File: config.mk
export PLATFORM = sky130hd
export DESIGN_NAME = tsq_unit
export DESIGN_NICKNAME = d
export VERILOG_FILES = /design/src/rtl/tsq_pkg.sv /design/src/rtl/tsq_counter.sv /design/src/rtl/tsq_pin_sync.sv /design/src/rtl/tsq_stage.sv /design/src/rtl/tsq_fifo.sv /design/src/rtl/tsq_unit.sv
export SDC_FILE = /design/constraint.sdc
export NUM_CORES = 2
export LEC_CHECK = 0
export BUFFER_PORTS_ARGS = -buffer_cell sky130_fd_sc_hd__buf_2
export CORE_AREA = 2 2 354 356
export CTS_BUF_LIST = sky130_fd_sc_hd__clkbuf_4 sky130_fd_sc_hd__clkbuf_8
export DETAILED_ROUTE_END_ITERATION = 10
export DIE_AREA = 0 0 356 358
export PLACE_DENSITY = 0.72
export SLEW_MARGIN = 20
export SYNTH_ARGS = -nofsm -noshare
export SYNTH_HDL_FRONTEND = slang
export SYNTH_HIERARCHICAL = 1
export SYNTH_SLANG_ARGS = --single-unit
File: constraint.sdc
create_clock -name clk -period 22.2 [get_ports clk]
set_input_delay 1.11 -clock clk [delete_from_list [all_inputs] [get_ports clk]]
set_output_delay 1.11 -clock clk [all_outputs]
set_load 0.02 [all_outputs]
File: src/rtl/tsq_pkg.sv
package tsq_pkg;
   localparam int TS_W   = 32;
   localparam int WORD_W = 32;

   typedef enum logic [3:0] {
      EV_SWPUSH = 4'd0,
      EV_ROLL   = 4'd1,
      EV_HALF   = 4'd2,
      EV_PIN    = 4'd3,
      EV_RX     = 4'd4,
      EV_TX     = 4'd5
   } ev_kind_e;

   typedef struct packed {
      logic [WORD_W-1:0] desc;
      logic [TS_W-1:0]   stamp;
   } ev_rec_t;

   localparam int REC_W = $bits(ev_rec_t);

   // word indices seen by software
   localparam logic [3:0] A_IDENT = 4'd0;
   localparam logic [3:0] A_CTRL  = 4'd1;
   localparam logic [3:0] A_PUSH  = 4'd3;
   localparam logic [3:0] A_LDVAL = 4'd4;
   localparam logic [3:0] A_LDEN  = 4'd5;
   localparam logic [3:0] A_RAW   = 4'd8;
   localparam logic [3:0] A_MSK   = 4'd9;
   localparam logic [3:0] A_IEN   = 4'd10;
   localparam logic [3:0] A_POP   = 4'd12;
   localparam logic [3:0] A_EVTS  = 4'd13;
   localparam logic [3:0] A_EVDS  = 4'd14;

   function automatic logic [WORD_W-1:0] make_desc(input logic [4:0] port,
                                                   input ev_kind_e kind,
                                                   input logic [3:0] msg,
                                                   input logic [15:0] seq);
      return {3'b000, port, 4'(kind), msg, seq};
   endfunction
endpackage

File: src/rtl/tsq_counter.sv
module tsq_counter #(
   parameter int W = 32
) (
   input  logic         clk,
   input  logic         rst_n,
   input  logic         run,
   input  logic         ld,
   input  logic [W-1:0] ld_val,
   output logic [W-1:0] cnt,
   output logic [W-1:0] cnt_nxt,
   output logic         wrap_o,
   output logic         half_o
);
   if (W < 2) begin : g_bad_w
      $error("tsq_counter: W must be at least 2");
   end

   always_comb begin
      if (ld)       cnt_nxt = ld_val;
      else if (run) cnt_nxt = cnt + W'(1);
      else          cnt_nxt = cnt;
   end

   assign wrap_o = run && !ld && (&cnt);
   assign half_o = run && !cnt[W-1] && cnt_nxt[W-1];

   always_ff @(posedge clk or negedge rst_n) begin
      if (!rst_n) cnt <= '0;
      else        cnt <= cnt_nxt;
   end

   a_r2_step: assert property (@(posedge clk) disable iff (!rst_n)
      (run && !ld) |=> cnt == $past(cnt) + W'(1));
   a_r3_load: assert property (@(posedge clk) disable iff (!rst_n)
      ld |=> cnt == $past(ld_val));
endmodule

File: src/rtl/tsq_pin_sync.sv
module tsq_pin_sync #(
   parameter int N = 4
) (
   input  logic         clk,
   input  logic         rst_n,
   input  logic [N-1:0] pin,
   input  logic [N-1:0] en,
   output logic [N-1:0] rise
);
   for (genvar i = 0; i < N; i++) begin : g_pin
      logic s1, s2, s3;
      always_ff @(posedge clk or negedge rst_n) begin
         if (!rst_n) begin
            s1 <= 1'b0;
            s2 <= 1'b0;
            s3 <= 1'b0;
         end else begin
            s1 <= pin[i];
            s2 <= s1;
            s3 <= s2;
         end
      end
      assign rise[i] = en[i] && s2 && !s3;

      a_r7_single_pulse: assert property (@(posedge clk) disable iff (!rst_n)
         rise[i] |=> !rise[i]);
   end
endmodule

File: src/rtl/tsq_stage.sv
module tsq_stage
   import tsq_pkg::*;
#(
   parameter int NSRC = 9
) (
   input  logic                 clk,
   input  logic                 rst_n,
   input  logic [NSRC-1:0]      fire,
   input  ev_rec_t [NSRC-1:0]   rec_in,
   input  logic                 sink_full,
   output logic                 push_o,
   output ev_rec_t              rec_o,
   output logic                 drop_o
);
   logic [NSRC-1:0]    vld;
   logic [NSRC-1:0]    gnt;
   ev_rec_t [NSRC-1:0] hold;

   // lowest index (lowest type code) wins
   always_comb begin
      gnt = '0;
      for (int i = NSRC - 1; i >= 0; i--) begin
         if (vld[i]) begin
            gnt    = '0;
            gnt[i] = 1'b1;
         end
      end
   end

   always_comb begin
      rec_o = '0;
      for (int i = 0; i < NSRC; i++) begin
         if (gnt[i]) rec_o = hold[i];
      end
   end

   assign push_o = (|vld) && !sink_full;
   assign drop_o = ((|vld) && sink_full) || (|(fire & vld & ~gnt));

   always_ff @(posedge clk or negedge rst_n) begin
      if (!rst_n) begin
         vld <= '0;
      end else begin
         for (int i = 0; i < NSRC; i++) begin
            if (fire[i])     vld[i] <= 1'b1;
            else if (gnt[i]) vld[i] <= 1'b0;
         end
      end
   end

   always_ff @(posedge clk) begin
      for (int i = 0; i < NSRC; i++) begin
         if (fire[i]) hold[i] <= rec_in[i];
      end
   end

   a_r9_one_grant: assert property (@(posedge clk) disable iff (!rst_n)
      $onehot0(gnt));
   a_r9_head_first: assert property (@(posedge clk) disable iff (!rst_n)
      (vld[0] && !fire[0]) |=> !vld[0]);
endmodule

File: src/rtl/tsq_fifo.sv
module tsq_fifo #(
   parameter int DEPTH = 16,
   parameter int W     = 64
) (
   input  logic         clk,
   input  logic         rst_n,
   input  logic         push,
   input  logic [W-1:0] din,
   input  logic         pop,
   output logic [W-1:0] dout,
   output logic         empty,
   output logic         full
);
   localparam int AW = $clog2(DEPTH);

   if (DEPTH < 2 || (1 << AW) != DEPTH) begin : g_bad_depth
      $error("tsq_fifo: DEPTH must be a power of two, at least 2");
   end

   logic [W-1:0] mem [DEPTH];
   logic [AW-1:0] wp, rp;
   logic [AW:0]   cnt;
   logic          do_push, do_pop;

   assign empty   = (cnt == '0);
   assign full    = (cnt == (AW+1)'(DEPTH));
   assign do_pop  = pop && !empty;
   assign do_push = push && !full;
   assign dout    = mem[rp];

   always_ff @(posedge clk or negedge rst_n) begin
      if (!rst_n) begin
         wp  <= '0;
         rp  <= '0;
         cnt <= '0;
      end else begin
         if (do_push) wp <= wp + AW'(1);
         if (do_pop)  rp <= rp + AW'(1);
         cnt <= cnt + (AW+1)'(do_push) - (AW+1)'(do_pop);
      end
   end

   always_ff @(posedge clk) begin
      if (do_push) mem[wp] <= din;
   end

   a_r10_pop_empty: assert property (@(posedge clk) disable iff (!rst_n)
      (pop && empty && !push) |=> empty);
   a_r10_bound: assert property (@(posedge clk) disable iff (!rst_n)
      cnt <= (AW+1)'(DEPTH));
endmodule

File: src/rtl/tsq_unit.sv
module tsq_unit
   import tsq_pkg::*;
#(
   parameter int          NPIN       = 4,
   parameter int          FIFO_DEPTH = 16,
   parameter logic [31:0] ID_VALUE   = 32'h5A51_0100
) (
   input  logic            clk,
   input  logic            rst_n,
   input  logic            reg_wen,
   input  logic [3:0]      reg_addr,
   input  logic [31:0]     reg_wdata,
   output logic [31:0]     reg_rdata,
   input  logic [NPIN-1:0] hw_pin,
   input  logic            rx_stb,
   input  logic [3:0]      rx_msg,
   input  logic [15:0]     rx_seq,
   input  logic [4:0]      rx_port,
   input  logic            tx_stb,
   input  logic [3:0]      tx_msg,
   input  logic [15:0]     tx_seq,
   input  logic [4:0]      tx_port,
   output logic            irq
);
   localparam int PIN_LSB = 8;
   localparam int IX_PIN0 = 3;
   localparam int IX_RX   = IX_PIN0 + NPIN;
   localparam int IX_TX   = IX_RX + 1;
   localparam int NSRC    = IX_TX + 1;

   if (NPIN < 1 || NPIN > 4) begin : g_bad_npin
      $error("tsq_unit: NPIN must be 1 to 4");
   end
   if (WORD_W != 32 || TS_W != 32) begin : g_bad_word
      $error("tsq_unit: register words must be 32 bits");
   end

   // configuration state
   logic            run_en, int_test, ien, ovf;
   logic [NPIN-1:0] pin_en;
   logic [TS_W-1:0] ld_val;

   logic wr_ctrl, push_req, load_req, pop_req;
   assign wr_ctrl  = reg_wen && (reg_addr == A_CTRL);
   assign push_req = reg_wen && (reg_addr == A_PUSH) && reg_wdata[0] && run_en;
   assign load_req = reg_wen && (reg_addr == A_LDEN) && reg_wdata[0];
   assign pop_req  = reg_wen && (reg_addr == A_POP)  && reg_wdata[0];

   always_ff @(posedge clk or negedge rst_n) begin
      if (!rst_n) begin
         run_en   <= 1'b0;
         int_test <= 1'b0;
         pin_en   <= '0;
         ld_val   <= '0;
         ien      <= 1'b0;
      end else if (reg_wen) begin
         if (wr_ctrl) begin
            run_en   <= reg_wdata[0];
            int_test <= reg_wdata[1];
            pin_en   <= reg_wdata[PIN_LSB +: NPIN];
         end
         if (reg_addr == A_LDVAL) ld_val <= reg_wdata;
         if (reg_addr == A_IEN)   ien    <= reg_wdata[0];
      end
   end

   // time base
   logic [TS_W-1:0] cnt, cnt_nxt;
   logic            wrap_ev, half_ev;

   tsq_counter #(.W(TS_W)) u_cnt (
      .clk     (clk),
      .rst_n   (rst_n),
      .run     (run_en),
      .ld      (load_req),
      .ld_val  (ld_val),
      .cnt     (cnt),
      .cnt_nxt (cnt_nxt),
      .wrap_o  (wrap_ev),
      .half_o  (half_ev)
   );

   logic [NPIN-1:0] pin_rise;
   logic [NPIN-1:0] pin_gate;
   assign pin_gate = pin_en & {NPIN{run_en}};

   tsq_pin_sync #(.N(NPIN)) u_pins (
      .clk   (clk),
      .rst_n (rst_n),
      .pin   (hw_pin),
      .en    (pin_gate),
      .rise  (pin_rise)
   );

   // event sources, index order equals type order
   logic [NSRC-1:0]    src_fire;
   ev_rec_t [NSRC-1:0] src_rec;

   always_comb begin
      src_fire[0] = push_req;
      src_rec[0]  = '{desc: make_desc(5'd0, EV_SWPUSH, 4'd0, 16'd0), stamp: cnt};
      src_fire[1] = wrap_ev;
      src_rec[1]  = '{desc: make_desc(5'd0, EV_ROLL, 4'd0, 16'd0), stamp: cnt_nxt};
      src_fire[2] = half_ev;
      src_rec[2]  = '{desc: make_desc(5'd0, EV_HALF, 4'd0, 16'd0), stamp: cnt_nxt};
      for (int i = 0; i < NPIN; i++) begin
         src_fire[IX_PIN0+i] = pin_rise[i];
         src_rec[IX_PIN0+i]  = '{desc: make_desc(5'(i + 1), EV_PIN, 4'd0, 16'd0),
                                 stamp: cnt};
      end
      src_fire[IX_RX] = rx_stb && run_en;
      src_rec[IX_RX]  = '{desc: make_desc(rx_port, EV_RX, rx_msg, rx_seq), stamp: cnt};
      src_fire[IX_TX] = tx_stb && run_en;
      src_rec[IX_TX]  = '{desc: make_desc(tx_port, EV_TX, tx_msg, tx_seq), stamp: cnt};
   end

   logic    q_push, q_empty, q_full, stg_drop;
   ev_rec_t stg_rec, q_head;

   tsq_stage #(.NSRC(NSRC)) u_stage (
      .clk       (clk),
      .rst_n     (rst_n),
      .fire      (src_fire),
      .rec_in    (src_rec),
      .sink_full (q_full),
      .push_o    (q_push),
      .rec_o     (stg_rec),
      .drop_o    (stg_drop)
   );

   tsq_fifo #(.DEPTH(FIFO_DEPTH), .W(REC_W)) u_fifo (
      .clk   (clk),
      .rst_n (rst_n),
      .push  (q_push),
      .din   (stg_rec),
      .pop   (pop_req),
      .dout  (q_head),
      .empty (q_empty),
      .full  (q_full)
   );

   always_ff @(posedge clk or negedge rst_n) begin
      if (!rst_n)        ovf <= 1'b0;
      else if (stg_drop) ovf <= 1'b1;
   end

   // status and read-back
   logic [31:0] ctrl_word, raw_word, msk_word;

   always_comb begin
      ctrl_word                   = '0;
      ctrl_word[0]                = run_en;
      ctrl_word[1]                = int_test;
      ctrl_word[PIN_LSB +: NPIN]  = pin_en;
      raw_word                    = {30'd0, ovf, (!q_empty) || int_test};
      msk_word                    = {31'd0, raw_word[0] && ien};
   end

   assign irq = msk_word[0];

   always_comb begin
      unique case (reg_addr)
         A_IDENT: reg_rdata = ID_VALUE;
         A_CTRL:  reg_rdata = ctrl_word;
         A_LDVAL: reg_rdata = ld_val;
         A_RAW:   reg_rdata = raw_word;
         A_MSK:   reg_rdata = msk_word;
         A_IEN:   reg_rdata = {31'd0, ien};
         A_EVTS:  reg_rdata = q_head.stamp;
         A_EVDS:  reg_rdata = q_head.desc;
         default: reg_rdata = '0;
      endcase
   end

   a_r11_sticky: assert property (@(posedge clk) disable iff (!rst_n)
      ovf |=> ovf);
   a_r12_quiet_when_off: assert property (@(posedge clk) disable iff (!rst_n)
      !ien |-> !irq);
endmodule

Yosys cells after proc, flatten, opt, wreduce, memory -nomap -nowiden
Memory sizes are Yosys's and may differ from the RTL's.
Cells that the tools add are included.
W data, S select, Z words.
- equal/unequal tests: 11
- mux-type cells: 41
- reductions and logical operators: 54
- add/sub/neg operators: 5
- bitwise gates (word level): 4
- operators with widths (cell ; count):
    $pmux W32 S8 ; 1
    $mux W61 ; 2
    $mux W58 ; 2
    $mux W32 ; 3
    $mux W9 ; 9
    $mux W59 ; 1
    $mux W57 ; 1
    $mux W54 ; 1
    $mux W53 ; 1
    $add A32 B1 Y32 const B ; 1
    $reduce_and A32 Y1 ; 1
    $logic_and A1 B1 Y1 ; 27
    $eq A4 B4 Y1 const B ; 6
    $mux W1 ; 20
    $and A9 B9 Y9 ; 2
    $reduce_bool A2 Y1 ; 9
    $reduce_or A9 Y1 ; 2
    $not A9 Y9 ; 1
    $add A4 B1 Y4 const B ; 2
    $eq A4 B3 Y1 const B ; 2
    $logic_not A1 Y1 ; 8
    $reduce_and A2 Y1 ; 3
    $add A5 B1 Y5 ; 1
    $eq A5 B5 Y1 const B ; 1
    other kinds (7) ; 8
- output and inout bits: 33
- input bits: 95
- memories kept: 1
- word-level logic and storage cells: 158
- register bits after elaboration: 444
- bits in writable memories: 976
- memories (memory ; words ; bits a word ; read ports ; clocked after Yosys merged registers in ; write ports ; RTL line ; source):
    u_fifo.mem ; 16 ; 61 ; 1 ; 0 ; 1 ; tsq_fifo.sv:20 ; logic [W-1:0] mem [DEPTH];

Depth between registers and ports, before layout
- depth in word-level cells: 18
- gate-level depth with buffers: 15
- gate-level depth less buffers: 14

By module
Netlist, hierarchy kept.
- by module, submodules not included (module ; cells an instance ; area an instance (um2) ; seq. area each (um2) ; instances):
    tsq_fifo ; 1922 ; 39860.7 ; 31074.8 ; 1
    tsq_stage ; 1555 ; 22955.8 ; 17521.8 ; 1
    tsq_unit ; 234 ; 2484.9 ; 1001.0 ; 1
    tsq_counter ; 213 ; 1861.8 ; 800.8 ; 1
    tsq_pin_sync ; 16 ; 335.3 ; 300.3 ; 1

Worst setup path after synthesis
Ideal clock, no wire load.
- path kind: flip-flop to flip-flop
- start point: register u_stage.vld[2]
- end point: memory u_fifo/mem[0][0] (netlist bit), enable pin
- library setup time: 644 ps
- slack: 14162 ps
- period minus slack after synthesis: 8038 ps
- buffers on the path: 2
- required time: 21556 ps
- stages on the path, launching flop included: 9
- arrival time: 7394 ps
- path through: dfrtp_1 clkbuf_1 or4_4 nor2_1 a31oi_1 nor2b_1 clkbuf_2 inv_2 nor4_1
- word-level cells in the longest chain between the ends: 5
- RTL lines (element ; RTL line ; source):
    from (decl) ; tsq_stage.sv:15 ; logic [NSRC-1:0] vld;
    from (signal assigned) ; tsq_stage.sv:42 ; vld <= '0;
    from (signal, indexed assignment) ; tsq_stage.sv:45 ; if (fire[i]) vld[i] <= 1'b1;
    from (signal, indexed assignment) ; tsq_stage.sv:46 ; else if (gnt[i]) vld[i] <= 1'b0;
    $reduce_or A9 Y1 ; tsq_stage.sv:37 ; assign push_o = (|vld) && !sink_full;
    $logic_and A1 B1 Y1 ; tsq_stage.sv:37 ;
    named net q_push ; tsq_unit.sv:117 ; logic q_push, q_empty, q_full, stg_drop;
    $logic_and A1 B1 Y1 ; tsq_fifo.sv:28 ; assign do_push = push && !full;
    $mux W1 ; tsq_fifo.sv:44 ; if (do_push) mem[wp] <= din;
    $mux W1 (implied by the code) ; tsq_fifo.sv:44 ;
    to (decl) ; tsq_fifo.sv:20 ;
The timed path passes the listed nets, and every way through them passes these cells.

==> impl_metrics.yaml <==
timing:
  skew_ns: 0.0766
  slew_headroom_pct: 24.1
  sum_of_negative_setup_slack_ns: 0
  setup_violations: 0
  max_freq_mhz: 149
  unrepaired_setup_endpoints_after_global_routing: "false"
  final_max_slew_viol_count: 0
  timing.final.crit_period_ns: 6.71
  post-route-period-util_pct: 30.2
  worst_slew_pin_slew_ns: 1.14
  final_hold_viol_count: 0
  layout_setup_ws_ns: 15.49
synthesis:
  synth_enable_flop_cells: 1600
  synth_flop_cell: "sky130_fd_sc_hd__edfxtp_1"
  synth_sequential_area_ratio_pct: 75.1
  yosysUniqueCellTypes: 76
  synth.ff_latch_count: 1706
  ys_warn_count: 6
  postSynth.asyncResetShare_pct: 6.21
  syn-instance-count: 3940
  syn_area_per_cell_sq_um: 17.1
  post_synth_instance_area_sq_mm: 0.0675
critical_path:
  r2r_cells: 7
  worst-path-max-fanout: 52
  critPathKind: "register to output port"
  timing.reg2reg.setup_slack_ns: 17.36
  timing.rr.end: "u_fifo/mem[3][30]"
  critical_path_required_ns: 21.09
  startpoint_type: "register"
  r2r_start: "u_stage/vld[5]"
  setup.worst_path.end_class: "output port"
  critical_path_arrival_ns: 5.60
detailed_routing:
  drt_first_pass_iters: 8
  wl_per_cell_um: 28.8
  vias_per_cell: 6.32
  vias: 39700
  finalWirelength_mm: 181
  drc_violations: 0
  drt_iter0_drc: 5428
  antenna_left: 0
global_route:
  grt_first_pass_wirelength_mm: 261
  grt_overflow_total: 0
  grt.total_usage_pct: 28.5
  largest_net_degree_at_the_start_of_global_routing: 126
  grt_antenna_before_repair: 6
  vias_in_the_first_global_route: 39000
clock_network:
  h-tree-depth: 5
  clk_pin_slew_worst_paths_ns: 0.06
  tritoncts: "done"
  ctsResizeCount: 0
  numClockSinks: 1706
  buffer_count_from_post_cts_setup_fixing: 0
  clock-root-buffer: "sky130_fd_sc_hd__clkbuf_8"
  cts_hold_buf: 0
  worst_skew_pair.late_latency_ns: 0.98
  cts_buf_count: 285
  cts-root-to-sink-buffers: 4
outcome:
  outcome: "completed"
placed_design:
  place_ws_ns: 16.62
  numPortBuffers: 127
  globalplace.congestion: 0.861
  post-dp-hpwl_mm: 103
finish:
  fillCellCount: 8758
  drive_gt1_share_pct: 20.9
  area_growth_syn_to_layout_pct: 13.6
  post-route-util_pct: 62.2
  layout_common_cells: "sky130_fd_sc_hd__edfxtp_1 (1600), sky130_fd_sc_hd__nand2_1 (321), sky130_fd_sc_hd__clkbuf_8 (305), sky130_fd_sc_hd__mux2i_1 (260), sky130_fd_sc_hd__conb_1 (238)"
  count_of_nets_after_finishing: 4557
  mostFrequentLayoutCell: "sky130_fd_sc_hd__edfxtp_1"
power:
  powerDensity_mw_per_mm2: 115
  power.sequential.fraction_pct: 49.3
  internal_power_uw: 6250
  peakVddDrop_uv: 86.3
  power_switching_share_pct: 29.4
  switchingPower_uw: 2600
  pwr-share-comb_pct: 21.1
  pwr-share-clk_pct: 29.5
  power_leakage_uw: 0.0262
die:
  ios: 128
  die_area_sq_mm: 0.127
  die_y_um: 358
  floorplan.initialDensity_pct: 54.7
  coreArea_sq_mm: 0.123
  std_cell_rows: 129
  dieWidth_um: 356
hold_path:
  worst_hold_path_type: "input port to asynchronous set/reset pin"
run:
  max_cap_viols: 0
-- stage by stage --
stage	area (sq um)	power [uW]	hold WS, ns	instances
after floorplan	68400	5560	0.331	4176
after global placement	71300	6220	0.335	5799
after detailed placement	71300	6270	0.338	5799
after CTS	76600	8850	0.0564	6281
after global routing	76700	9150	0.104	6282
final	76700	8850	0.122	6285
-- how the worst max path moves through the flow --
stage	from	to	slack [ns]	depth (start not counted)
after CTS	u_fifo/rp[2]	reg_rdata[25]	15.57	9
final	u_fifo/rp[2]	reg_rdata[28]	15.49	9
after global placement	u_fifo/rp[2]	reg_rdata[28]	16.67	9
after global routing	u_fifo/rp[2]	reg_rdata[25]	15.34	9
after floorplan	u_stage/vld[2]	u_fifo/mem[0][0]	14.16	8
after detailed placement	u_fifo/rp[2]	reg_rdata[25]	16.62	9
-- power groups by stage --
stage,Sequential [uW],Combinational (uW),Clock (uW)
after floorplan,4340,1220,0
after global placement,4410,1810,0
after detailed placement,4430,1840,0
after CTS,4360,1840,2650
after global routing,4400,1970,2790
final,4370,1870,2610
-- layout make-up --
| class | count | area [sq um] | share of cell area [%] |
|---|---|---|---|
| well taps | 1637 | 2050 | 2.67 |
| diodes | 4 | 10.0 | 0.0131 |
| inverters | 86 | 324 | 0.423 |
| clock inverters | 79 | 387 | 0.504 |
| clock buffers | 403 | 4930 | 6.43 |
| flip-flops and latches | 1706 | 50700 | 66.1 |
| multi-input cells | 2119 | 16700 | 21.7 |
| repair buffers | 251 | 1600 | 2.08 |
-- layer usage --
metal  up-vias  share of wire, %  global-route usage, %
li1      16700                 -                      -
met1     20100                38                   38.6
met2      2510                47                   45.3
met3       413                11                   6.32
met4         4               3.6                   11.3
met5         -             0.012                      0
-- sequential cells by signal, indices dropped and copies added (netlist names), 5 cells and up --
signal,cells
u_fifo/cnt,5
u_fifo/mem,1024
u_stage/hold,576
u_cnt/cnt,32
u_stage/vld,9
ld_val,32
-- kinds of logic (layout without fill, tap and decap cells) --
logic type               after synthesis  in the layout  synth area share [%]
multiplexers                         429            429                  8.98
AND/OR/NAND/NOR                      582            582                  4.10
AO/OA/AOI/OAI                        836            836                  8.81
XOR/XNOR                              21             21                 0.272
buffers and inverters                351            819                  2.47
flip-flops                          1706           1706                  75.1
adder cells (fa/ha/maj)               13             13                 0.252
other                                  2            242                0.0111
-- synth_stat cells (15+ instances only) --
cell type,instances,area [sq um]
sky130_fd_sc_hd__a211oi_1,50,375
sky130_fd_sc_hd__a21oi_1,157,786
sky130_fd_sc_hd__a221o_1,24,240
sky130_fd_sc_hd__a221oi_1,165,1450
sky130_fd_sc_hd__a22oi_1,116,871
sky130_fd_sc_hd__a31oi_1,40,250
sky130_fd_sc_hd__and2_1,16,100
sky130_fd_sc_hd__buf_1,16,60.1
sky130_fd_sc_hd__buf_2,23,115
sky130_fd_sc_hd__buf_4,15,113
sky130_fd_sc_hd__buf_6,35,394
sky130_fd_sc_hd__clkbuf_1,175,657
sky130_fd_sc_hd__dfrtp_1,106,2650
sky130_fd_sc_hd__edfxtp_1,1600,48000
sky130_fd_sc_hd__inv_1,79,297
sky130_fd_sc_hd__mux2_4,30,450
sky130_fd_sc_hd__mux2i_1,260,2600
sky130_fd_sc_hd__mux4_2,128,2880
sky130_fd_sc_hd__nand2_1,323,1210
sky130_fd_sc_hd__nand3_1,25,125
sky130_fd_sc_hd__nand3b_1,40,300
sky130_fd_sc_hd__nor2_1,81,304
sky130_fd_sc_hd__o21ai_0,138,691
sky130_fd_sc_hd__o221ai_1,40,350
sky130_fd_sc_hd__o311ai_0,30,263
sky130_fd_sc_hd__o32a_1,24,240
sky130_fd_sc_hd__or4_1,16,120
-- critical path, stage by stage (launching register included) --
cell and delay (ns):
sky130_fd_sc_hd__dfrtp_2 0.93, sky130_fd_sc_hd__nor2b_4 0.89, sky130_fd_sc_hd__buf_4 0.67, sky130_fd_sc_hd__buf_4 0.69
sky130_fd_sc_hd__a221oi_1 0.23, sky130_fd_sc_hd__o21ai_0 0.27, sky130_fd_sc_hd__nand2_1 0.08, sky130_fd_sc_hd__a22oi_1 0.50
sky130_fd_sc_hd__nand2_1 0.12, sky130_fd_sc_hd__buf_2 0.20
No activity file was read; power rests on OpenSTA's default activity.
